[src/rtl/ide_seq_pkg.sv]
`timescale 1ns/1ps
package ide_seq_pkg;
    typedef enum logic [1:0] {
        K_READ  = 2'd0,
        K_WRITE = 2'd1,
        K_TRIM  = 2'd2,
        K_BAD   = 2'd3
    } req_kind_e;

    typedef enum logic [0:0] {
        S_IDLE = 1'b0,
        S_WAIT = 1'b1
    } seq_state_e;

    localparam logic [7:0] ST_BUSY  = 8'h80;
    localparam logic [7:0] ST_DONE  = 8'h50;
    localparam logic [7:0] ST_FAULT = 8'h41;

    function automatic int unsigned size_width(input int unsigned sect_w, input int unsigned pkt_w);
        return (sect_w + 9 > pkt_w) ? sect_w + 9 : pkt_w;
    endfunction
endpackage

[src/rtl/ide_seq_count.sv]
`timescale 1ns/1ps
module ide_seq_count
    import ide_seq_pkg::*;
#(
    parameter int unsigned SECT_W = 8,
    parameter int unsigned PKT_W  = 16,
    parameter int unsigned LEN_W  = 16,
    parameter int unsigned REM_W  = size_width(SECT_W, PKT_W) + 2
) (
    input  logic                    clk,
    input  logic                    rst,
    input  logic                    load_i,
    input  logic                    optical_i,
    input  logic [SECT_W-1:0]       nsect_i,
    input  logic [PKT_W-1:0]        pkt_i,
    input  logic                    adv_i,
    input  logic [LEN_W-1:0]        len_i,
    output logic signed [REM_W-1:0] rem_o,
    output logic [REM_W-1:0]        idx_o,
    output logic                    rem_le0_o
);
    logic signed [REM_W-1:0] rem_q;
    logic [REM_W-1:0]        idx_q;
    logic [REM_W-1:0]        load_val;

    always_comb begin
        if (optical_i) load_val = REM_W'(pkt_i);
        else           load_val = REM_W'(nsect_i) << 9;
    end

    always_ff @(posedge clk) begin
        if (rst) begin
            rem_q <= '0;
            idx_q <= '0;
        end else if (load_i) begin
            rem_q <= signed'(load_val);
            idx_q <= '0;
        end else if (adv_i) begin
            rem_q <= rem_q - signed'(REM_W'(len_i));
            idx_q <= idx_q + REM_W'(len_i);
        end
    end

    assign rem_o     = rem_q;
    assign idx_o     = idx_q;
    assign rem_le0_o = (rem_q <= 0);
endmodule

[src/rtl/ide_seq_offset.sv]
`timescale 1ns/1ps
module ide_seq_offset #(
    parameter int unsigned LBA_W = 24,
    parameter int unsigned IDX_W = 19,
    parameter int unsigned OFF_W = LBA_W + 12
) (
    input  logic             optical_i,
    input  logic [LBA_W-1:0] sector_i,
    input  logic [LBA_W-1:0] lba_i,
    input  logic [IDX_W-1:0] idx_i,
    output logic [OFF_W-1:0] off_o
);
    localparam int unsigned DISK_SH = 9;
    localparam int unsigned OPT_SH  = 11;

    always_comb begin
        if (optical_i) off_o = (OFF_W'(lba_i) << OPT_SH) + OFF_W'(idx_i);
        else           off_o = (OFF_W'(sector_i) << DISK_SH) + OFF_W'(idx_i);
    end
endmodule

[src/rtl/ide_seq_stat.sv]
`timescale 1ns/1ps
module ide_seq_stat
    import ide_seq_pkg::*;
(
    input  logic       clk,
    input  logic       rst,
    input  logic       arm_i,
    input  logic       raise_i,
    input  logic [7:0] raise_val_i,
    input  logic       rd_i,
    output logic [7:0] status_o,
    output logic       irq_o
);
    always_ff @(posedge clk) begin
        if (rst) begin
            status_o <= '0;
            irq_o    <= 1'b0;
        end else begin
            if (raise_i)    status_o <= raise_val_i;
            else if (arm_i) status_o <= ST_BUSY;
            if (raise_i)    irq_o <= 1'b1;
            else if (rd_i)  irq_o <= 1'b0;
        end
    end
endmodule

[src/rtl/ide_xfer_seq.sv]
`timescale 1ns/1ps
module ide_xfer_seq
    import ide_seq_pkg::*;
#(
    parameter int unsigned SECT_W = 8,
    parameter int unsigned PKT_W  = 16,
    parameter int unsigned LEN_W  = 16,
    parameter int unsigned LBA_W  = 24
) (
    input  logic              clk,
    input  logic              rst,
    input  logic              start_i,
    input  logic              optical_i,
    input  logic              block_i,
    input  logic [1:0]        cmd_i,
    input  logic [SECT_W-1:0] nsect_i,
    input  logic [PKT_W-1:0]  pkt_bytes_i,
    input  logic [LBA_W-1:0]  cur_sector_i,
    input  logic [LBA_W-1:0]  lba_i,
    input  logic              chunk_valid_i,
    input  logic [LEN_W-1:0]  chunk_len_i,
    input  logic              xfer_done_i,
    input  logic              xfer_err_i,
    input  logic              status_rd_i,
    output logic              kick_o,
    output logic              active_o,
    output logic              req_o,
    output logic [1:0]        req_kind_o,
    output logic [LBA_W+11:0] req_off_o,
    output logic [LEN_W-1:0]  req_len_o,
    output logic              copy_o,
    output logic [LEN_W-1:0]  copy_len_o,
    output logic              wait_o,
    output logic              chunk_end_o,
    output logic              dma_err_o,
    output logic              illegal_o,
    output logic [7:0]        status_o,
    output logic              irq_o
);
    localparam int unsigned REM_W = size_width(SECT_W, PKT_W) + 2;
    localparam int unsigned OFF_W = LBA_W + 12;

    seq_state_e              state_q;
    logic                    active_q;
    logic signed [REM_W-1:0] rem;
    logic [REM_W-1:0]        idx;
    logic                    rem_le0;
    logic [OFF_W-1:0]        off;

    logic offer, issue, bad_cmd, direct, finish, fault;
    logic [LEN_W-1:0] cp_len;

    assign offer   = chunk_valid_i && (state_q == S_IDLE) && !start_i;
    assign bad_cmd = (cmd_i == 2'(K_BAD));
    assign direct  = optical_i && !block_i;
    assign issue   = offer && active_q && !rem_le0 && (chunk_len_i != '0)
                     && !direct && !bad_cmd;

    always_comb begin
        if (rem < signed'(REM_W'(chunk_len_i))) cp_len = LEN_W'(rem);
        else                                   cp_len = chunk_len_i;
    end

    always_comb begin
        finish = 1'b0;
        fault  = 1'b0;
        if (offer && active_q) begin
            if (rem_le0) finish = 1'b1;
            else if (chunk_len_i != '0) begin
                if (direct)       finish = 1'b1;
                else if (bad_cmd) fault  = 1'b1;
            end
        end
        if (state_q == S_WAIT && xfer_done_i) begin
            if (xfer_err_i)   fault  = 1'b1;
            else if (rem_le0) finish = 1'b1;
        end
    end

    ide_seq_count #(.SECT_W(SECT_W), .PKT_W(PKT_W), .LEN_W(LEN_W), .REM_W(REM_W)) u_cnt (
        .clk(clk), .rst(rst), .load_i(start_i), .optical_i(optical_i),
        .nsect_i(nsect_i), .pkt_i(pkt_bytes_i), .adv_i(issue), .len_i(chunk_len_i),
        .rem_o(rem), .idx_o(idx), .rem_le0_o(rem_le0)
    );

    ide_seq_offset #(.LBA_W(LBA_W), .IDX_W(REM_W), .OFF_W(OFF_W)) u_off (
        .optical_i(optical_i), .sector_i(cur_sector_i), .lba_i(lba_i),
        .idx_i(idx), .off_o(off)
    );

    ide_seq_stat u_stat (
        .clk(clk), .rst(rst), .arm_i(start_i), .raise_i(finish || fault),
        .raise_val_i(fault ? ST_FAULT : ST_DONE), .rd_i(status_rd_i),
        .status_o(status_o), .irq_o(irq_o)
    );

    always_ff @(posedge clk) begin
        if (rst) begin
            state_q     <= S_IDLE;
            active_q    <= 1'b0;
            kick_o      <= 1'b0;
            req_o       <= 1'b0;
            req_kind_o  <= '0;
            req_off_o   <= '0;
            req_len_o   <= '0;
            copy_o      <= 1'b0;
            copy_len_o  <= '0;
            wait_o      <= 1'b0;
            chunk_end_o <= 1'b0;
            dma_err_o   <= 1'b0;
            illegal_o   <= 1'b0;
        end else begin
            kick_o      <= start_i;
            req_o       <= issue;
            copy_o      <= 1'b0;
            wait_o      <= 1'b0;
            chunk_end_o <= 1'b0;
            dma_err_o   <= 1'b0;
            illegal_o   <= 1'b0;
            if (start_i) begin
                active_q <= 1'b1;
                state_q  <= S_IDLE;
            end else if (finish || fault) begin
                active_q <= 1'b0;
            end
            if (issue) begin
                req_kind_o <= cmd_i;
                req_off_o  <= off;
                req_len_o  <= chunk_len_i;
                state_q    <= S_WAIT;
            end
            if (offer) begin
                if (!active_q) begin
                    wait_o <= 1'b1;
                end else if (!issue) begin
                    chunk_end_o <= 1'b1;
                    if (!rem_le0 && chunk_len_i != '0) begin
                        if (direct) begin
                            copy_o     <= 1'b1;
                            copy_len_o <= cp_len;
                        end else begin
                            illegal_o <= 1'b1;
                        end
                    end
                end
            end
            if (state_q == S_WAIT && xfer_done_i && !start_i) begin
                state_q     <= S_IDLE;
                chunk_end_o <= 1'b1;
                dma_err_o   <= xfer_err_i;
            end
        end
    end

    assign active_o = active_q;
endmodule

[config.mk]
export PLATFORM = sky130hd
export DESIGN_NAME = ide_xfer_seq
export DESIGN_NICKNAME = d
export VERILOG_FILES = /design/src/rtl/ide_seq_pkg.sv /design/src/rtl/ide_seq_count.sv /design/src/rtl/ide_seq_offset.sv /design/src/rtl/ide_seq_stat.sv /design/src/rtl/ide_xfer_seq.sv
export SDC_FILE = /design/constraint.sdc
export NUM_CORES = 1
export LEC_CHECK = 0
export ABC_AREA = 1
export BUFFER_PORTS_ARGS = -buffer_cell sky130_fd_sc_hd__buf_2
export CELL_PAD_IN_SITES_DETAIL_PLACEMENT = 0
export CELL_PAD_IN_SITES_GLOBAL_PLACEMENT = 1
export CORE_UTILIZATION = 40
export CTS_BUF_LIST = sky130_fd_sc_hd__clkbuf_4
export CTS_CLUSTER_DIAMETER = 100
export DETAILED_ROUTE_END_ITERATION = 16
export PLACE_DENSITY_LB_ADDON = 0.1
export SLEW_MARGIN = 20
export SYNTH_ARGS = -nofsm -noshare
export SYNTH_HDL_FRONTEND = slang
export SYNTH_HIERARCHICAL = 1
export SYNTH_SLANG_ARGS = --single-unit
[constraint.sdc]
create_clock -name clk -period 2.9 [get_ports clk]
set_input_delay 0.435 -clock clk [delete_from_list [all_inputs] [get_ports clk]]
set_output_delay 0.435 -clock clk [all_outputs]
set_load 0.05 [all_outputs]
==> key figures, run 1 <==
Yosys
  – Synth unique cells: a little over 50
  – Fraction of post-synthesis cell area in the top cell type by area: 24.4%
  – Dominant cell type by area after synthesis: sky130_fd_sc_hd__dfxtp_1
  – Count of warnings emitted by yosys: 6
  – Syn Std Cell Area: just over 0.01 mm²
  – Synthesized instance count: 1699
  – Top cells by area, synth: sky130_fd_sc_hd__dfxtp_1 (24%), sky130_fd_sc_hd__nand2_1 (21%), sky130_fd_sc_hd__inv_1 (8.1%)
  – Register bit total from synthesis: 126
  – Share of the yosys chip area belonging to registers: between 20% and 30%
  – Async set-or-reset flop fraction in the synthesized netlist: 0%
  – Leading register cell type out of synthesis: sky130_fd_sc_hd__dfxtp_1
  – Synth Area per Inst: 6.09 µm²
  – Count of flip-flops with a built-in enable after synthesis: 0

Clock tree
  – Number of buffers added by the clock tree synthesis step: 17
  – Clock root buffer: sky130_fd_sc_hd__clkbuf_4
  – Maximum root-to-sink buffer count: 2
  – Skew-Pair Late Insertion Delay: around 0.56 ns
  – Clock tree from TritonCTS: yes
  – H-tree lvl count: 4
  – Worst-path clk slew: around 0.16 ns
  – Post-CTS setup repair buffer count: 0
  – TritonCTS sink count: 126

Routing
  – Antenna Nets Post-Route: 0
  – Number of detailed-route iterations in the first pass: 5
  – Average wire per cell in the routed design: around 16 µm
  – Routed Wire Length: around 35000 µm
  – Drt initial violations: 921
  – Vias per inst: 5.01
  – Remaining design rule violation count: 0
  – Via count: about 11000

Die
  – Die width: ~160 µm
  – Core ar.: around 0.025 mm²
  – Initial cell density of the core: approximately two fifths
  – Die outline area: ~0.027 mm²
  – Boundary pin count: 186
  – Die H: around 160 µm
  – Number of rows created at floorplan: 58

STA
  – Final total negative setup slack: 0 ns
  – Final Skew: between 0.02 and 0.03 ns
  – Unrepaired setup endpoints after global routing: no
  – Measured slew at the worst slew-check pin: around 0.68 ns
  – Share of the cycle needed by the critical path after routing: 86.8%
  – Headroom to the max-slew limit: a little over half
  – Max Fclk: 0.397 GHz
  – Final hold viol count: 0
  – Final number of max-transition violations: 0
  – Final period demand of the worst path: around 2.5 ns
  – Hold WS: roughly 0.098 ns
  – Setup violations, final: 0

Setup path
  – Crit path kind: reg -> reg
  – Element type at the critical path start: flop
  – Crit path DAT: between 2 and 3 ns
  – Worst flop-to-flop path startpoint: u_cnt/rem_o[13]
  – Worst reg2reg setup slack: 0.38 ns
  – Required time of the worst setup path: 3.32 ns
  – Register-to-Register Path Depth: 12
  – Maximum fanout along the worst path: 23
  – Reg-to-reg critical path endpoint: u_cnt/rem_o[2]
  – Element type at the critical path end: flop

GRT
  – Wire length of the first global-routing pass: between 50000 and 60000 µm
  – Initial antenna violation count: 1
  – Pin count of the biggest net entering global routing: 84
  – GRT Util Overall: 26.7%
  – Remaining Overflow, GRT: 0
  – Number of global-route vias before repair: 10000

Pwr
  – Leakage power total: 6.42 nW
  – Peak ir drop on the vdd network: about 170 µV
  – PD cells: between 300 and 400 mW/mm²

Placed design
  – Buffers on Ports: 185
  – RD Place Congestion: approximately 0.88
  – Detailed Place HPWL: between 20000 and 30000 µm

Hold path
  – Hold Path Class: in -> reg
  – Cell depth of the worst hold path: 4
  – Destination of the worst hold path: u_stat/irq_o
  – HP Start: status_rd_i

Run status
  – Status: finished, final reports clean

Finish
  – Number of nets in the finished design: about 2000
  – Leading cell types in the layout, fill and taps excluded: sky130_fd_sc_hd__nand2_1 (574), sky130_fd_sc_hd__inv_1 (223), sky130_fd_sc_hd__buf_2 (185)
  – Share of cells above drive strength 1: about a fifth
  – Area Overhead vs Synth: 14.7%
  – Leading cell type in the layout, fill and taps excluded: sky130_fd_sc_hd__nand2_1
  – Final core occ: 47.0%

Flow run
  – Number of max-capacitance violations reported: 0
-- critical path: stages, from the launching register on --
cell and delay, ns:
sky130_fd_sc_hd__dfxtp_1 0.39, sky130_fd_sc_hd__nor4_1 0.38, sky130_fd_sc_hd__nand4_1 0.18, sky130_fd_sc_hd__o21bai_2 0.27, sky130_fd_sc_hd__nor2_2 0.09, sky130_fd_sc_hd__nand2_2 0.11
sky130_fd_sc_hd__nor2_4 0.05, sky130_fd_sc_hd__nand2_4 0.09, sky130_fd_sc_hd__inv_4 0.05, sky130_fd_sc_hd__nor2_1 0.13, sky130_fd_sc_hd__inv_1 0.32, sky130_fd_sc_hd__o21ai_0 0.27
sky130_fd_sc_hd__a31oi_1 0.06
-- synth_stat cells, types with 4 or more instances --
| cell | instances |
|---|---|
| sky130_fd_sc_hd__nand2_1 | 574 |
| sky130_fd_sc_hd__xor2_1 | 15 |
| sky130_fd_sc_hd__buf_4 | 12 |
| sky130_fd_sc_hd__inv_1 | 223 |
| sky130_fd_sc_hd__a31oi_1 | 5 |
| sky130_fd_sc_hd__nor4_1 | 4 |
| sky130_fd_sc_hd__nand4_1 | 15 |
| sky130_fd_sc_hd__o21ai_1 | 5 |
| sky130_fd_sc_hd__inv_2 | 9 |
| sky130_fd_sc_hd__o21a_1 | 17 |
| sky130_fd_sc_hd__nor2_1 | 135 |
| sky130_fd_sc_hd__fa_1 | 4 |
| sky130_fd_sc_hd__nor2_2 | 13 |
| sky130_fd_sc_hd__nand2_2 | 43 |
| sky130_fd_sc_hd__nand3b_1 | 11 |
| sky130_fd_sc_hd__nand3_1 | 148 |
| sky130_fd_sc_hd__dfxtp_1 | 126 |
| sky130_fd_sc_hd__nand3_2 | 10 |
| sky130_fd_sc_hd__buf_8 | 4 |
| sky130_fd_sc_hd__nor3_1 | 12 |
| sky130_fd_sc_hd__ha_1 | 65 |
| sky130_fd_sc_hd__buf_2 | 17 |
| sky130_fd_sc_hd__a21oi_2 | 27 |
| sky130_fd_sc_hd__clkbuf_1 | 14 |
| sky130_fd_sc_hd__o21bai_1 | 4 |
| sky130_fd_sc_hd__o21ai_0 | 46 |
| sky130_fd_sc_hd__a21oi_1 | 105 |
-- state kept, by name, indices dropped and copies added, names as in the netlist, 2 cells and up --
name             count
req_off_o           36
u_cnt/idx_o         19
u_cnt/rem_o         19
copy_len_o          16
req_len_o           16
u_stat/status_o      8
req_kind_o           2
-- worst max-delay path by stage --
stage	startpoint	end	slack (ns)	cells past startpoint
6_report	u_cnt/rem_o[13]	u_cnt/rem_o[2]	0.38	12
5_1_grt	u_cnt/rem_o[1]	u_cnt/rem_o[3]	0.12	12
4_1_cts	u_cnt/rem_o[12]	req_len_o[14]	0.26	10
3_5_place_dp	u_cnt/rem_o[12]	chunk_end_o	0.27	10
3_3_place_gp	u_cnt/rem_o[12]	req_len_o[0]	0.40	10
2_1_floorplan	u_cnt/rem_o[1]	u_cnt/rem_o[13]	0.77	14
-- cell families after synthesis --
family                   share of synthesized area (%)
AND/OR/NAND/NOR                                   41.2
buffers and inverters                             12.0
XOR/XNOR                                          1.52
other                                           0.0726
adder cells (fa/ha/maj)                           8.63
AO/OA/AOI/OAI                                     12.2
flip-flops                                        24.4
-- where the power goes --
part | switching (mW) | internal, mW
Clock | 0.874 | 0.470
Combinational | 0.814 | 0.378
Sequential | 0.0429 | 1.78
Total | 1.73 | 2.63
-- area by class of cell --
type	instances	area [µm²]
multi-input cells	1289	6610
well taps	330	413
repair buffers	211	1140
clock inverters	15	169
clock buffers	17	128
flip-flops and latches	126	2520
fillers	2771	13400
inverters	234	881
diodes	5	12.5
-- timing repair --
action | in CTS | in global routing
hold endpoints to repair | 0 | 0
endpoints found under the setup margin | 0 | 4
hold buffers | 0 | 0
resized for setup | 0 | 2
-- per-layer routing --
layer,global-route usage [%],share of wire [%]
met5,0,0
met1,37.9,49
met2,41.6,44
met4,7.90,2.1
met3,3.46,5.1
-- per-stage QoR --
| step | instances | power (mW) | setup slack (ns) | instance area [µm²] |
|---|---|---|---|---|
| after floorplan | 1703 | 2.65 | 0.771 | 10400 |
| after global placement | 2190 | 3.04 | 0.400 | 11600 |
| after detailed placement | 2190 | 3.04 | 0.274 | 11600 |
| after CTS | 2222 | 4.39 | 0.259 | 11800 |
| after global routing | 2227 | 4.61 | 0.124 | 11900 |
| final | 2227 | 4.36 | 0.383 | 11900 |
Note: power is estimated with default switching activity, not from simulation.
==> run 2, diff against run 1 <==
--- a/config.mk
+++ b/config.mk
@@ -6,9 +6,8 @@
 export NUM_CORES = 1
 export LEC_CHECK = 0
-export ABC_AREA = 1
 export BUFFER_PORTS_ARGS = -buffer_cell sky130_fd_sc_hd__buf_2
 export CELL_PAD_IN_SITES_DETAIL_PLACEMENT = 0
 export CELL_PAD_IN_SITES_GLOBAL_PLACEMENT = 1
-export CORE_UTILIZATION = 40
+export CORE_UTILIZATION = 42
 export CTS_BUF_LIST = sky130_fd_sc_hd__clkbuf_4
 export CTS_CLUSTER_DIAMETER = 100
==> constraint.sdc (replaced) <==
create_clock -name clk -period 2.9 [get_ports clk]
set_input_delay 0.145 -clock clk [delete_from_list [all_inputs] [get_ports clk]]
set_output_delay 0.145 -clock clk [all_outputs]
set_load 0.05 [all_outputs]
==> key figures, run 2 <==
Pwr
  – Net Switching: 1.33 mW (-23%)
  – Fraction of power spent switching nets: 33.3% (-6.3 points)
  – Internal power summed over all cells: 2.66 mW (+0.95%)
  – Portion of total power attributed to sequential cells: 45.4% (+3.5 points)
  – Leakage power total: 4.57 nW (-29%)
  – PD cells: 375 mW/mm² (+2.1%)
  – Peak ir drop on the vdd network: 222 µV (+28%)
  – Fraction of power consumed by combinational cells: 22.8% (-4.5 points)
  – Share of total power in the clock network: 31.8% (+1.0 points)

Clock tree
  – H-tree lvl count: 4 (unchanged)
  – Maximum root-to-sink buffer count: 2 (unchanged)
  – Post-CTS setup repair buffer count: 0 (unchanged)
  – Clock tree from TritonCTS: yes
  – Clock root buffer: sky130_fd_sc_hd__clkbuf_4
  – Skew-Pair Late Insertion Delay: 0.54 ns (-0.02 ns)
  – Worst-path clk slew: 0.13 ns (-0.03 ns)
  – Number of buffers added by the clock tree synthesis step: 17 (unchanged)
  – Count of cells resized by post-cts repair: 0 (unchanged)
  – Number of buffers added to fix hold violations after cts: 45 (+45)
  – TritonCTS sink count: 126 (unchanged)

STA
  – Unrepaired setup endpoints after global routing: no
  – Final period demand of the worst path: 2.68 ns (+0.161 ns)
  – Final hold viol count: 0 (unchanged)
  – Setup violations, final: 0 (unchanged)
  – Measured slew at the worst slew-check pin: 0.624 ns (-0.0552 ns)
  – Headroom to the max-slew limit: 58.4% (+3.7 points)
  – Max Fclk: 0.373 GHz (-6.0%)
  – Final number of max-transition violations: 0 (unchanged)
  – Final Skew: 0.0252 ns (+0.000104 ns)
  – Share of the cycle needed by the critical path after routing: 92.3% (+5.5 points)
  – Final total negative setup slack: 0 ns (unchanged)

Die
  – Initial cell density of the core: 43.0% (+2.0 points)
  – Die H: 146 µm (-10%)
  – Number of rows created at floorplan: 52 (-10%)
  – Boundary pin count: 186 (unchanged)
  – Die width: 146 µm (-10%)
  – Die outline area: 0.0214 mm² (-19%)
  – Core ar.: 0.0203 mm² (-20%)

Yosys
  – Count of flip-flops with a built-in enable after synthesis: 0 (unchanged)
  – Synthesized instance count: 1093 (-36%)
  – Fraction of post-synthesis cell area in the top cell type by area: 28.9% (+4.5 points)
  – Register bit total from synthesis: 126 (unchanged)
  – Top cell types by occurrence after synthesis: sky130_fd_sc_hd__nand2_1 (165), sky130_fd_sc_hd__a21oi_1 (126), sky130_fd_sc_hd__dfxtp_1 (126)
  – Synth Area per Inst: 7.99 µm² (+31%)
  – Top cells by area, synth: sky130_fd_sc_hd__dfxtp_1 (29%), sky130_fd_sc_hd__ha_1 (9.3%), sky130_fd_sc_hd__a21oi_1 (7.2%)
  – Leading register cell type out of synthesis: sky130_fd_sc_hd__dfxtp_1
  – Share of the yosys chip area belonging to registers: 28.9% (+4.5 points)
  – Dominant cell type by area after synthesis: sky130_fd_sc_hd__dfxtp_1
  – Count of warnings emitted by yosys: 6 (unchanged)
  – Most frequent cell after synthesis: sky130_fd_sc_hd__nand2_1
  – Async set-or-reset flop fraction in the synthesized netlist: 0% (unchanged)
  – Synth unique cells: 81 (+59%)
  – Syn Std Cell Area: 0.00874 mm² (-16%)

Routing
  – Number of detailed-route iterations in the first pass: 5 (unchanged)
  – Average wire per cell in the routed design: 16.3 µm (+3.6%)
  – Routed Wire Length: 26000 µm (-26%)
  – Via count: 8261 (-26%)
  – Drt initial violations: 470 (-49%)
  – Vias per inst: 5.20 (+3.8%)
  – Antenna Nets Post-Route: 0 (unchanged)
  – Remaining design rule violation count: 0 (unchanged)

Setup path
  – Element type at the critical path end: flop
  – Worst reg2reg setup slack: 0.22 ns (-0.16 ns)
  – Crit path DAT: 3.09 ns (+0.15 ns)
  – Element type at the critical path start: flop
  – Crit path kind: reg -> reg
  – Worst flop-to-flop path startpoint: u_cnt/idx_o[11]
  – Reg-to-reg critical path endpoint: req_off_o[35]
  – Required time of the worst setup path: 3.31 ns (about the same)
  – Maximum fanout along the worst path: 6 (-74%)
  – Slowest-stage cell, CP: sky130_fd_sc_hd__dlygate4sd3_1
  – Chain of cells forming the critical path: ha_1 > fa_1 > a211oi_1 > o21a_2 > a21o_4 > nor3_1 > dlygate4sd3_1 > nand2_1 > a21oi_1
  – Register-to-Register Path Depth: 9 (-3)
  – Largest incremental delay on the critical path: 0.55 ns (+0.16 ns)

GRT
  – Remaining Overflow, GRT: 0 (unchanged)
  – Pin count of the biggest net entering global routing: 64 (-24%)
  – Initial antenna violation count: 1 (unchanged)
  – Wire length of the first global-routing pass: 40700 µm (-26%)
  – Number of global-route vias before repair: 7601 (-24%)
  – GRT Util Overall: 24.1% (-2.6 points)

Placed design
  – Detailed Place HPWL: 19200 µm (-30%)
  – RD Place Congestion: 0.849 (-3.5%)
  – Buffers on Ports: 185 (unchanged)
  – Number of placed instances, taps included: 1510 (-31%)

Run status
  – Status: finished, final reports clean

Finish
  – Max reg flops: 36 (unchanged)
  – Share of cells above drive strength 1: 20.7% (+1.7 points)
  – Leading cell type in the layout, fill and taps excluded: sky130_fd_sc_hd__buf_2
  – Fillers: 2043 (-26%)
  – Area Overhead vs Synth: 21.6%
  – Leading cell types in the layout, fill and taps excluded: sky130_fd_sc_hd__buf_2 (184), sky130_fd_sc_hd__nand2_1 (165), sky130_fd_sc_hd__a21oi_1 (126)
  – Number of nets in the finished design: 1472 (-28%)
  – Register with the highest flop count: req_off_o
  – Count of non-filler cells in the finished layout: 1588 (-29%)

Hold path
  – Cell depth of the worst hold path: 5 (+1)
  – HP Start: lba_i[18]
  – Hold Path Class: in -> reg
  – Destination of the worst hold path: req_off_o[29]

Flow run
  – Number of max-capacitance violations reported: 0 (unchanged)
==> run 2: changes by cell type after synthesis, sizes merged, moves of 14 or more <==
cell	previous run	this run
inv	233	50
a21o	1	15
nor2	152	82
nand2	618	165
nand3	158	23
a211oi	0	31
clkbuf	19	36
mux2i	0	48
xnor2	3	41
==> run 2: layer usage <==
layer | routed length (µm) | part of all wire (%) | global-route usage [%]
met1 | 13300 | 51 | 34.9
met2 | 11300 | 43 | 37.5
met3 | 1190 | 4.6 | 4.53
met4 | 151 | 0.58 | 3.85
met5 | 0 | 0 | 0
==> run 2: cell type report <==
cell class              instances  area, µm²  area share (%)
multi-input cells             862       5760            54.2
flip-flops and latches        126       2520            23.7
repair buffers                247       1530            14.4
diodes                          1       2.50          0.0235
inverters                      50        189            1.78
well taps                     270        338            3.18
clock buffers                  17        128            1.20
clock inverters                15        159            1.50
==> run 2: worst max-delay path: cells and delay by family, from the launching register on <==
| family | cells | cell delay, ns |
|---|---|---|
| AOI/OAI and AO/OA | 4 | 0.83 |
| adders and majority gates | 2 | 0.70 |
| buffers and inverters | 1 | 0.55 |
| DFF | 1 | 0.37 |
| and+or+nand+nor | 2 | 0.11 |
==> run 2: worst max-delay path by stage <==
stage                          startpoint              end  slack (ns)  cells past startpoint
after floorplan           u_cnt/rem_o[16]  u_cnt/idx_o[10]        0.02                     12
after global placement     u_cnt/rem_o[3]  u_cnt/idx_o[18]        0.34                     11
after detailed placement   u_cnt/idx_o[9]    req_off_o[29]        0.26                     10
after CTS                 u_cnt/idx_o[11]    req_off_o[35]        0.23                      9
after global routing       u_cnt/idx_o[9]    req_off_o[31]        0.01                     10
final                     u_cnt/idx_o[11]    req_off_o[35]        0.22                      9
==> run 2: through the flow <==
step	worst slack (ns)	power [mW]	hold slack [ns]	area, µm²	util [%]
final	0.223	3.99	0.0412	10600	52.3
after global placement	0.342	2.70	0.375	9890	48.7
after CTS	0.226	4.03	0.00146	10600	52.3
after floorplan	0.0150	2.43	0.263	8750	-
after global routing	0.0102	4.20	0.0119	10600	52.3
after detailed placement	0.255	2.71	0.381	9890	48.7
==> run 2: cells by family (layout without fill, tap and decap cells) <==
| family | Yosys count | after routing | synth area share [%] |
|---|---|---|---|
| AND/OR/NAND/NOR | 374 | 374 | 20.2 |
| buffers and inverters | 109 | 329 | 5.47 |
| other | 2 | 7 | 0.0860 |
| multiplexers | 51 | 51 | 5.89 |
| adder cells (fa/ha/maj) | 69 | 69 | 10.2 |
| AO/OA/AOI/OAI | 293 | 293 | 22.4 |
| flip-flops | 126 | 126 | 28.9 |
| XOR/XNOR | 69 | 69 | 6.92 |
==> run 2: power groups by stage <==
stage	Sequential [mW]	Combinational [mW]	Clock (mW)
2_1_floorplan	1.91	0.515	0
3_3_place_gp	1.85	0.857	0
3_5_place_dp	1.85	0.858	0
4_1_cts	1.81	0.906	1.32
5_1_grt	1.82	0.990	1.40
6_report	1.81	0.908	1.27
